File: src/rtl/hb_cs_pkg.sv
package hb_cs_pkg;

  typedef enum logic [1:0] {
    CSM_SINGLE = 2'b00,
    CSM_DUAL   = 2'b01,
    CSM_QUAD   = 2'b10,
    CSM_RSVD   = 2'b11
  } cs_mode_e;

  // Top address nibble of each 256 MB window
  localparam logic [3:0] NIB_CODE    = 4'h1;
  localparam logic [3:0] NIB_RAM_LO  = 4'h6;
  localparam logic [3:0] NIB_RAM_HI  = 4'h8;
  localparam logic [3:0] NIB_PER_LO  = 4'hA;
  localparam logic [3:0] NIB_PER_HI  = 4'hC;

  // Top three address bits of the first 512 MB quad slice
  localparam logic [2:0] QUAD_BASE3  = 3'd3;

  typedef logic [1:0] win_field_t;

endpackage

File: src/rtl/hb_cs_window.sv
module hb_cs_window
  import hb_cs_pkg::*;
#(
  parameter int NUM_CS = 4
) (
  input  logic [4:0]        addr_top,   // address bits [31:27]
  input  win_field_t        code_f,
  input  win_field_t        perip_f,
  input  win_field_t        ram_f,
  output logic              code_hit,
  output logic              perip_hit,
  output logic              ram_hit,
  output logic              half_sel,
  output logic [NUM_CS-1:0] quad_hit
);

  logic [3:0] nib;
  logic [3:0] perip_nib;
  logic [3:0] ram_nib;
  logic       perip_ok;
  logic       ram_ok;

  assign nib       = addr_top[4:1];
  assign half_sel  = addr_top[0];

  always_comb begin
    perip_ok  = (perip_f == 2'd1) || (perip_f == 2'd2);
    ram_ok    = (ram_f == 2'd1) || (ram_f == 2'd2);
    perip_nib = (perip_f == 2'd1) ? NIB_PER_LO : NIB_PER_HI;
    ram_nib   = (ram_f == 2'd1) ? NIB_RAM_LO : NIB_RAM_HI;
    code_hit  = (code_f == 2'd1) && (nib == NIB_CODE);
    perip_hit = perip_ok && (nib == perip_nib);
    ram_hit   = ram_ok && (nib == ram_nib);
  end

  // One 512 MB slice per chip select in quad mode
  for (genvar g = 0; g < NUM_CS; g++) begin : g_quad
    assign quad_hit[g] = (addr_top[4:2] == (QUAD_BASE3 + 3'(g)));
  end

endmodule

File: src/rtl/hb_cs_assign.sv
module hb_cs_assign
  import hb_cs_pkg::*;
#(
  parameter int NUM_CS = 4
) (
  input  cs_mode_e          mode,
  input  win_field_t        code_f,
  input  win_field_t        perip_f,
  input  win_field_t        ram_f,
  input  logic              code_hit,
  input  logic              perip_hit,
  input  logic              ram_hit,
  input  logic              half_sel,
  input  logic [NUM_CS-1:0] quad_hit,
  output logic [NUM_CS-1:0] hit,
  output logic              map_err
);

  logic code_en;
  logic perip_en;
  logic ram_en;
  logic field_bad;
  logic any_win;

  always_comb begin
    code_en   = (code_f != 2'd0);
    perip_en  = (perip_f != 2'd0);
    ram_en    = (ram_f != 2'd0);
    field_bad = (code_f > 2'd1) || (perip_f == 2'd3) || (ram_f == 2'd3);
    any_win   = perip_hit || ram_hit;
    hit       = '0;
    map_err   = 1'b0;
    unique case (mode)
      CSM_SINGLE: begin
        map_err = field_bad || code_en || (perip_en && ram_en);
        if (!map_err) hit[0] = any_win;
      end
      CSM_DUAL: begin
        map_err = field_bad || (code_en && perip_en && ram_en);
        if (!map_err) begin
          if (code_en) begin
            hit[0] = code_hit;
            hit[1] = any_win;
          end else if (perip_en && ram_en) begin
            hit[0] = perip_hit;
            hit[1] = ram_hit;
          end else begin
            hit[0] = any_win && !half_sel;
            hit[1] = any_win && half_sel;
          end
        end
      end
      CSM_QUAD: begin
        map_err = !((code_f == 2'd0) && (perip_f == 2'd3) && (ram_f == 2'd3));
        if (!map_err) hit = quad_hit;
      end
      default: map_err = 1'b1;
    endcase
  end

endmodule

File: src/rtl/hb_cs_param_sel.sv
module hb_cs_param_sel #(
  parameter int NUM_CS = 4,
  parameter int WAIT_W = 4
) (
  input  logic [NUM_CS-1:0]        hit_in,
  input  logic                     per_cs,
  input  logic                     ale_en,
  input  logic [NUM_CS-1:0]        if_mux,
  input  logic [NUM_CS*WAIT_W-1:0] wait_in,
  input  logic [NUM_CS-1:0]        pol_in,
  output logic [NUM_CS-1:0]        hit_out,
  output logic                     sel_mux,
  output logic [WAIT_W-1:0]        sel_wait,
  output logic                     sel_pol,
  output logic                     ale_err
);

  localparam int IDX_W = (NUM_CS > 1) ? $clog2(NUM_CS) : 1;

  logic [IDX_W-1:0] idx;
  logic [IDX_W-1:0] eff;

  always_comb begin
    idx = '0;
    for (int i = 0; i < NUM_CS; i++) begin
      if (hit_in[i]) idx = IDX_W'(i);
    end
  end

  always_comb begin
    eff      = per_cs ? idx : '0;
    sel_mux  = if_mux[eff];
    sel_wait = wait_in[eff*WAIT_W +: WAIT_W];
    sel_pol  = pol_in[eff];
    ale_err  = (|hit_in) && sel_mux && !ale_en;
    hit_out  = ale_err ? '0 : hit_in;
  end

endmodule

File: src/rtl/hb_cs_decoder.sv
module hb_cs_decoder
  import hb_cs_pkg::*;
#(
  parameter int ADDR_W = 32,
  parameter int NUM_CS = 4,
  parameter int WAIT_W = 4
) (
  input  logic                     clk,
  input  logic                     rst_n,
  input  logic                     req_valid,
  input  logic [ADDR_W-1:0]        req_addr,
  input  logic [1:0]               cs_mode,
  input  logic [1:0]               code_win,
  input  logic [1:0]               perip_win,
  input  logic [1:0]               ram_win,
  input  logic                     per_cs_cfg,
  input  logic                     ale_en,
  input  logic [NUM_CS-1:0]        cs_mux,
  input  logic [NUM_CS*WAIT_W-1:0] cs_wait,
  input  logic [NUM_CS-1:0]        cs_strobe_pol,
  output logic [NUM_CS-1:0]        cs_n,
  output logic                     sel_mux,
  output logic [WAIT_W-1:0]        sel_wait,
  output logic                     sel_strobe_pol,
  output logic                     cfg_err
);

  localparam int TOP_W = 5;

  // Reset synchronizer: asynchronous assert, synchronous release
  logic [1:0] rst_sync_q;
  logic       rst_int_n;

  always_ff @(posedge clk or negedge rst_n) begin
    if (!rst_n) rst_sync_q <= 2'b00;
    else        rst_sync_q <= {rst_sync_q[0], 1'b1};
  end
  assign rst_int_n = rst_sync_q[1];

  logic [TOP_W-1:0]  addr_top;
  logic              unused_addr_low;
  logic              code_hit, perip_hit, ram_hit, half_sel;
  logic [NUM_CS-1:0] quad_hit;
  logic [NUM_CS-1:0] map_hit;
  logic              map_err;
  logic [NUM_CS-1:0] fin_hit;
  logic              mux_c;
  logic [WAIT_W-1:0] wait_c;
  logic              pol_c;
  logic              ale_err;

  assign addr_top        = req_addr[ADDR_W-1 -: TOP_W];
  assign unused_addr_low = ^req_addr[ADDR_W-TOP_W-1:0];

  hb_cs_window #(.NUM_CS(NUM_CS)) u_window (
    .addr_top  (addr_top),
    .code_f    (code_win),
    .perip_f   (perip_win),
    .ram_f     (ram_win),
    .code_hit  (code_hit),
    .perip_hit (perip_hit),
    .ram_hit   (ram_hit),
    .half_sel  (half_sel),
    .quad_hit  (quad_hit)
  );

  hb_cs_assign #(.NUM_CS(NUM_CS)) u_assign (
    .mode      (cs_mode_e'(cs_mode)),
    .code_f    (code_win),
    .perip_f   (perip_win),
    .ram_f     (ram_win),
    .code_hit  (code_hit),
    .perip_hit (perip_hit),
    .ram_hit   (ram_hit),
    .half_sel  (half_sel),
    .quad_hit  (quad_hit),
    .hit       (map_hit),
    .map_err   (map_err)
  );

  hb_cs_param_sel #(.NUM_CS(NUM_CS), .WAIT_W(WAIT_W)) u_param (
    .hit_in   (map_hit),
    .per_cs   (per_cs_cfg),
    .ale_en   (ale_en),
    .if_mux   (cs_mux),
    .wait_in  (cs_wait),
    .pol_in   (cs_strobe_pol),
    .hit_out  (fin_hit),
    .sel_mux  (mux_c),
    .sel_wait (wait_c),
    .sel_pol  (pol_c),
    .ale_err  (ale_err)
  );

  // Next-state logic
  logic [NUM_CS-1:0] cs_n_q, cs_n_d;
  logic              err_q, err_d;
  logic              mux_q, mux_d;
  logic [WAIT_W-1:0] wait_q, wait_d;
  logic              pol_q, pol_d;
  logic              upd_en;

  assign upd_en = req_valid;

  always_comb begin
    cs_n_d = '1;
    err_d  = err_q;
    mux_d  = mux_q;
    wait_d = wait_q;
    pol_d  = pol_q;
    if (upd_en) begin
      cs_n_d = ~fin_hit;
      err_d  = map_err || ale_err;
      mux_d  = mux_c;
      wait_d = wait_c;
      pol_d  = pol_c;
    end
  end

  // Registers
  always_ff @(posedge clk or negedge rst_int_n) begin
    if (!rst_int_n) begin
      cs_n_q <= '1;
    end else begin
      cs_n_q <= cs_n_d;
    end
  end

  always_ff @(posedge clk or negedge rst_int_n) begin
    if (!rst_int_n) begin
      err_q  <= 1'b0;
      mux_q  <= 1'b0;
      wait_q <= '0;
      pol_q  <= 1'b0;
    end else if (upd_en) begin
      err_q  <= err_d;
      mux_q  <= mux_d;
      wait_q <= wait_d;
      pol_q  <= pol_d;
    end
  end

  assign cs_n           = cs_n_q;
  assign cfg_err        = err_q;
  assign sel_mux        = mux_q;
  assign sel_wait       = wait_q;
  assign sel_strobe_pol = pol_q;

  // Assertions
  assert_cs_onehot_R3: assert property (@(posedge clk) disable iff (!rst_int_n)
    $onehot0(~cs_n));

  assert_idle_release_R2: assert property (@(posedge clk) disable iff (!rst_int_n)
    !req_valid |=> (cs_n == '1));

  assert_idle_hold_R2: assert property (@(posedge clk) disable iff (!rst_int_n)
    !req_valid |=> ($stable(cfg_err) && $stable(sel_wait) && $stable(sel_mux)));

  assert_err_suppress_R11: assert property (@(posedge clk) disable iff (!rst_int_n)
    cfg_err |-> (cs_n == '1));

  assert_single_cs0_R8: assert property (@(posedge clk) disable iff (!rst_int_n)
    (req_valid && cs_mode == 2'b00) |=> (cs_n[NUM_CS-1:1] == '1));

  assert_mux_needs_ale_R10: assert property (@(posedge clk) disable iff (!rst_int_n)
    req_valid |=> !((cs_n != '1) && sel_mux && !$past(ale_en)));

  assert_collapse_cs0_R9: assert property (@(posedge clk) disable iff (!rst_int_n)
    (req_valid && !per_cs_cfg) |=> (sel_wait == $past(cs_wait[WAIT_W-1:0])));

endmodule

File: config.mk
export PLATFORM = sky130hd
export DESIGN_NAME = hb_cs_decoder
export DESIGN_NICKNAME = d
export VERILOG_FILES = /design/src/rtl/hb_cs_pkg.sv /design/src/rtl/hb_cs_window.sv /design/src/rtl/hb_cs_assign.sv /design/src/rtl/hb_cs_param_sel.sv /design/src/rtl/hb_cs_decoder.sv
export SDC_FILE = /design/constraint.sdc
export NUM_CORES = 1
export LEC_CHECK = 0
export CAP_MARGIN = 25
export CORE_MARGIN = 3
export CORE_UTILIZATION = 40
export DETAILED_ROUTE_END_ITERATION = 8
export DONT_BUFFER_PORTS = 1
export PLACE_DENSITY = 0.57
export SKIP_CTS_REPAIR_TIMING = 1
export SLEW_MARGIN = 5
export SYNTH_ARGS = -nofsm -noshare
export SYNTH_HDL_FRONTEND = slang
export SYNTH_SLANG_ARGS = --single-unit
File: constraint.sdc
create_clock -name clk -period 0.8 [get_ports clk]
set_input_delay 0.04 -clock clk [delete_from_list [all_inputs] [get_ports clk]]
set_output_delay 0.04 -clock clk [all_outputs]
set_load 0.05 [all_outputs]
==> results of run 1 <==
-- final cells by class --
class | count | area, sq um | area share, %
multi-input combinational | 104 | 935 | 53.4
timing repair buffer | 40 | 365 | 20.9
sequential | 13 | 330 | 18.9
inverter | 10 | 55.1 | 3.14
tap | 31 | 38.8 | 2.21
clock buffer | 3 | 22.5 | 1.29
clock inverter | 1 | 5.00 | 0.286
-- routing by layer --
| layer | track usage (%) | vias to the layer above | part of all wire (%) |
|---|---|---|---|
| met4 | 0.929 | 0 | 0 |
| li1 | - | 583 | - |
| met2 | 25.5 | 49 | 48 |
| met3 | 5.53 | 0 | 8.6 |
| met5 | 0 | - | 0 |
| met1 | 24.1 | 550 | 44 |
-- path summary, 6_finish.rpt --
kind	endpoint	startpoint	cells after the start	slack (ns)
min	sel_wait[3]	cs_wait[11]	2	0.01
max	sel_strobe_pol	perip_win[1]	9	-0.79
min reg2reg	sel_mux	rst_sync_q[1]	0	0.19
min in group asynchronous	sel_mux	rst_sync_q[1]	0	0.19
max in group asynchronous	rst_sync_q[0]	rst_n	2	0.16
max reg2reg	sel_strobe_pol	sel_strobe_pol	2	-0.33
-- power by group --
group | switching [W] | internal (W)
registers | 0.0000386 | 0.000698
clock network | 0.000217 | 0.000185
logic | 0.000331 | 0.000315
-- cells by family after synthesis --
group           after synthesis
simple gates                 54
compound gates               39
buf+inv                      14
flops                        13
fa+ha+maj                    10
other cells                   1
-- sequential cells by signal, indices dropped and copies added, names as in the netlist --
register        cells
sel_strobe_pol      1
rst_sync_q          2
sel_mux             1
cs_n                4
sel_wait            4
cfg_err             1
-- cells in the mapped netlist, types with 2 or more instances --
cell type / instances / area share, %
and4_1: 5 / 3.6
or4b_1: 2 / 1.7
a211oi_1: 2 / 1.2
dfstp_2: 4 / 8.7
o21ai_1: 2 / 0.83
nand2_1: 10 / 3.1
a221o_1: 11 / 9.2
a21oi_1: 4 / 1.7
nor2_1: 13 / 4.1
nor2_2: 2 / 1.0
or4_1: 2 / 1.2
nand3_1: 2 / 0.83
dfrtp_1: 9 / 19
inv_1: 10 / 3.1
clkbuf_1: 2 / 0.63
nor3_1: 3 / 1.2
ha_1: 10 / 10
o21ai_0: 5 / 2.1
-- placed cells by master (no fill, tap or decap), types with 2 or more instances in the layout --
cell,netlist,final
o21ai_0,5,5
ha_4,0,2
dlygate4sd3_1,0,14
nand2_1,10,10
dfstp_2,4,4
nor2_1,13,10
or4_1,2,2
a221o_1,11,11
nor3_1,3,3
clkbuf_4,0,3
buf_4,0,18
a21oi_1,4,3
and4_1,5,5
a211oi_2,1,2
nand3_1,2,2
buf_6,1,8
dfrtp_1,9,9
ha_1,10,7
nor2_2,2,4
inv_1,10,7
-- critical path, stage by stage --
cell and delay, ns:
inv_12 0.02, ha_4 0.14, or3b_1 0.38, a211oi_2 0.26, a22oi_2 0.14, nor2_2 0.17, a22o_1 0.16, a21oi_2 0.09
a221o_1 0.35
-- through the flow --
stage | cells | hold WS (ns) | util, %
final | 202 | 0.0114 | 62.4
after global placement | 183 | -0.256 | 52.0
after CTS | 187 | -0.562 | 53.0
after global routing | 202 | 0.0164 | 62.4
after floorplan | 131 | -0.256 | -
after detailed placement | 183 | -0.256 | 52.0
==> impl_metrics.py, run 1 <==
metrics = {
    "status": {
        "status": "complete, but fails checks",
        "violations": "negative setup slack",
    },
    "logic_synthesis": {
        "async_flop_share_pct": 100,
        "synth_compound_area_share_pct": 27.8,
        "synth_adder_area_share_pct": 10.4,
        "avgSynthCellArea_sq_um": 9.17,
        "synth_flop_cell": "dfrtp_1",
        "seq_area_frac_synth_pct": 27.5,
        "ys_seq_elements": 13,
        "synth_cell_types": 51,
        "synth_mux_area_share_pct": 0,
        "synth_top_family_by_area": "simple AND/OR/NAND/NOR gates",
        "synthCells": 131,
        "synth_nets": 210,
        "syn_area_sq_mm": 0.00120,
        "synth-edff-count": 0,
        "yosysWarnings": 0,
        "yosys.area_share.simple_pct": 28.9,
        "synth_xor_area_share_pct": 0,
    },
    "clock_tree": {
        "clkTransAtPathRegs_ns": 0.08,
        "cts_sinks": 13,
        "cts_buffer_depth": 2,
        "ctsRootBufferMaster": "clkbuf_4",
        "numCtsBuffers": 3,
        "htree_levels": 1,
        "clk_latency_ns": 0.28,
        "cts_tree": "done",
    },
    "pwr": {
        "finalPower_w": 0.00178,
        "p_leak_nw": 0.684,
        "powerDensity_mw_per_mm2": 1020,
        "ir_drop_v": 0.00130,
    },
    "placed_design": {
        "place_ws_ns": -1.11,
        "place_area_sq_mm": 0.00146,
        "port_buffers": 0,
        "gp_congestion": 0.842,
        "dp_hpwl_um": 2550,
    },
    "sta": {
        "fin_ws_ns": -0.789,
        "setup-tns-final_ns": -9.36,
        "min_period_ns": 1.59,
        "clock_skew_ns": 0.00423,
        "setup_viol": 22,
        "slew_viol_final": 0,
        "rsz0062_at_grt": "yes",
        "clock.fmax_mhz": 629,
        "fin_crit_sh_pct": 199,
        "final_hold_viol_count": 0,
    },
    "flow_run": {
        "maxCapViolCount": 0,
    },
    "die": {
        "core.rowCount": 19,
        "die_w_um": 60.8,
        "die_h_um": 60.8,
        "core-area_sq_mm": 0.00281,
        "die_area_sq_mm": 0.00370,
        "floorplan.initialDensity_pct": 42.8,
        "ios": 80,
    },
    "final_layout": {
        "area_delta_synth_final_pct": 45.8,
        "design_area_sq_mm": 0.00175,
        "diodes": 0,
        "layout.nets": 251,
        "fillers": 240,
        "layout-drive-gt1-share_pct": 38.0,
    },
    "setup_path": {
        "criticalPathCategory": "input port to flip-flop",
        "cp_max_fo": 5,
        "crit_arrival_ns": 1.75,
        "required_ns": 0.96,
        "cp-end-kind": "flip-flop",
        "start_kind": "input port",
    },
    "drt": {
        "drt_iter0_markers": 49,
        "drcViolationCount": 0,
        "antenna_left": 0,
        "drt-wirelength-per-cell_um": 17.1,
        "vias": 1182,
        "first_pass_iters": 5,
        "vias_per_cell": 5.85,
        "finalWirelength_um": 3450,
    },
    "global_routing": {
        "overflow": 0,
        "grt_first_pass_wirelength_um": 4690,
        "grt_max_degree": 14,
        "grt_pass1_vias": 1006,
        "grt_usage_pct": 16.7,
        "antenna_found_initial": 0,
    },
    "min_path": {
        "hp-class": "input port to flip-flop",
    },
}
(Power assumes the default switching activity.)
==> run 2: changes to the inputs <==
--- a/config.mk
+++ b/config.mk
@@ -6,6 +6,7 @@
 export NUM_CORES = 1
 export LEC_CHECK = 0
 export CAP_MARGIN = 25
+export CORE_ASPECT_RATIO = 1.4
 export CORE_MARGIN = 3
 export CORE_UTILIZATION = 40
 export DETAILED_ROUTE_END_ITERATION = 8
==> run 2 against run 1 <==
Against the previous run:
- register-to-register slack hardly changed
- critical endpoint is now sel_wait[1]
- combinational power is 8.5% higher
- hold slack better by 0.0034 ns
- the flow still finishes with violations (negative setup slack)
- via count is 4.9% higher
==> impl_metrics.py, run 2 (synthesized netlist as in run 1, its figures left out) <==
metrics = {
    "clock_tree": {
        "cts_sinks": 13,
        "cts_buffer_depth": 2,
        "numCtsBuffers": 3,
        "ctsRootBufferMaster": "clkbuf_4",
        "cts_tree": "done",
        "clk_latency_ns": 0.27,
        "htree_levels": 1,
        "clkTransAtPathRegs_ns": 0.08,
    },
    "pwr": {
        "ir_drop_v": 0.000626,
        "p_sw_w": 0.000597,
        "p_seq_share_pct": 40.2,
        "switching_share_pct": 32.6,
        "p_leak_nw": 0.730,
        "p_int_w": 0.00123,
        "pwr-share-clk_pct": 21.6,
        "powerDensity_mw_per_mm2": 977,
        "finalPower_w": 0.00183,
        "p_comb_share_pct": 38.3,
    },
    "placed_design": {
        "placed_cells": 193,
        "dp_hpwl_um": 2640,
        "port_buffers": 0,
        "gp_congestion": 0.798,
    },
    "global_routing": {
        "antenna_found_initial": 0,
        "grt_first_pass_wirelength_um": 5050,
        "overflow": 0,
        "grt_pass1_vias": 1156,
        "grt_max_degree": 14,
        "grt_usage_pct": 17.1,
    },
    "setup_path": {
        "crit_arrival_ns": 1.76,
        "criticalPathCategory": "input port to flip-flop",
        "cp_max_fo": 5,
        "cp-end-kind": "flip-flop",
        "required_ns": 0.95,
        "start_kind": "input port",
    },
    "die": {
        "die_w_um": 52.3,
        "core.rowCount": 22,
        "core-area_sq_mm": 0.00275,
        "die_area_sq_mm": 0.00371,
        "floorplan.initialDensity_pct": 43.6,
        "ios": 80,
        "die_h_um": 70.8,
    },
    "final_layout": {
        "layout.nets": 258,
        "diodes": 0,
        "final_cell_mix": "26 x buf_4, 14 x dlygate4sd3_1, 11 x a221o_1, 10 x nand2_1, 9 x dfrtp_1",
        "area_delta_synth_final_pct": 55.9,
        "layout-drive-gt1-share_pct": 43.3,
        "utilization_pct": 68.0,
        "layout_commonest_cell": "buf_4",
        "fin_cells": 214,
    },
    "sta": {
        "final_hold_viol_count": 0,
        "setup-tns-final_ns": -9.45,
        "rsz0062_at_grt": "yes",
        "fin_crit_sh_pct": 201,
        "setup_viol": 22,
        "hold_ws_ns": 0.0148,
        "min_period_ns": 1.61,
        "fin_ws_ns": -0.810,
        "slew_viol_final": 0,
        "clock.fmax_mhz": 621,
        "clock_skew_ns": 0.00448,
    },
    "flow_run": {
        "maxCapViolCount": 0,
    },
    "drt": {
        "antenna_left": 0,
        "drt-wirelength-per-cell_um": 16.5,
        "finalWirelength_um": 3520,
        "vias_per_cell": 5.79,
        "vias": 1240,
        "drt_iter0_markers": 29,
        "drcViolationCount": 0,
        "first_pass_iters": 4,
    },
    "status": {
        "violations": "negative setup slack",
        "status": "complete, but fails checks",
    },
    "min_path": {
        "hp-class": "input port to flip-flop",
    },
}
[run 2: changes by cell type in the layout (fill, tap and decap cells not counted), sizes merged]
| cell | change |
|---|---|
| buf | +7 |
[run 2: path summary, 6_finish.rpt]
path / from / endpoint / slack, ns / cells after the start
max: ram_win[1] / sel_wait[1] / -0.81 / 9
min: cs_wait[10] / sel_wait[2] / 0.01 / 2
max reg2reg: sel_wait[1] / sel_wait[1] / -0.33 / 2
min reg2reg: rst_sync_q[1] / sel_mux / 0.18 / 0
max in group asynchronous: rst_n / rst_sync_q[0] / 0.16 / 2
min in group asynchronous: rst_sync_q[1] / sel_mux / 0.18 / 0
[run 2: area by class of cell]
cell class	instances	area, sq um
clock buffers	3	22.5
clock inverters	1	5.00
fillers	226	880
inverters	10	62.6
multi-input cells	104	993
flip-flops and latches	13	330
well taps	36	45.0
repair buffers	47	414
[run 2: power groups by stage]
| stage | Clock (W) | Sequential, W | Combinational [W] |
|---|---|---|---|
| 2_1_floorplan | 0 | 0.000859 | 0.000266 |
| 3_3_place_gp | 0 | 0.000741 | 0.000537 |
| 3_5_place_dp | 0 | 0.000742 | 0.000546 |
| 4_1_cts | 0.000412 | 0.000730 | 0.000548 |
| 5_1_grt | 0.000443 | 0.000741 | 0.000747 |
| 6_report | 0.000395 | 0.000735 | 0.000701 |
[run 2: critical path: stages]
cell and delay, ns:
inv_12 0.02, ha_4 0.14, or4b_4 0.51, a21oi_4 0.18, a22oi_2 0.08, nor2_2 0.17
a22o_1 0.20, a21oi_4 0.09, a221o_1 0.32
[run 2: per-stage QoR]
stage / instance area, sq um / setup WS [ns]
after floorplan: 1260 / -0.963
after global placement: 1500 / -1.07
after detailed placement: 1500 / -1.09
after CTS: 1530 / -0.801
after global routing: 1870 / -0.839
final: 1870 / -0.810
[run 2: layer usage]
metal / routed length [um] / up-vias / GRT usage (%)
met5: 0 / - / 0
met4: 41 / 0 / 5.97
met3: 209 / 4 / 2.74
met2: 1990 / 41 / 33.3
li1: - / 601 / -
met1: 1280 / 594 / 17.4
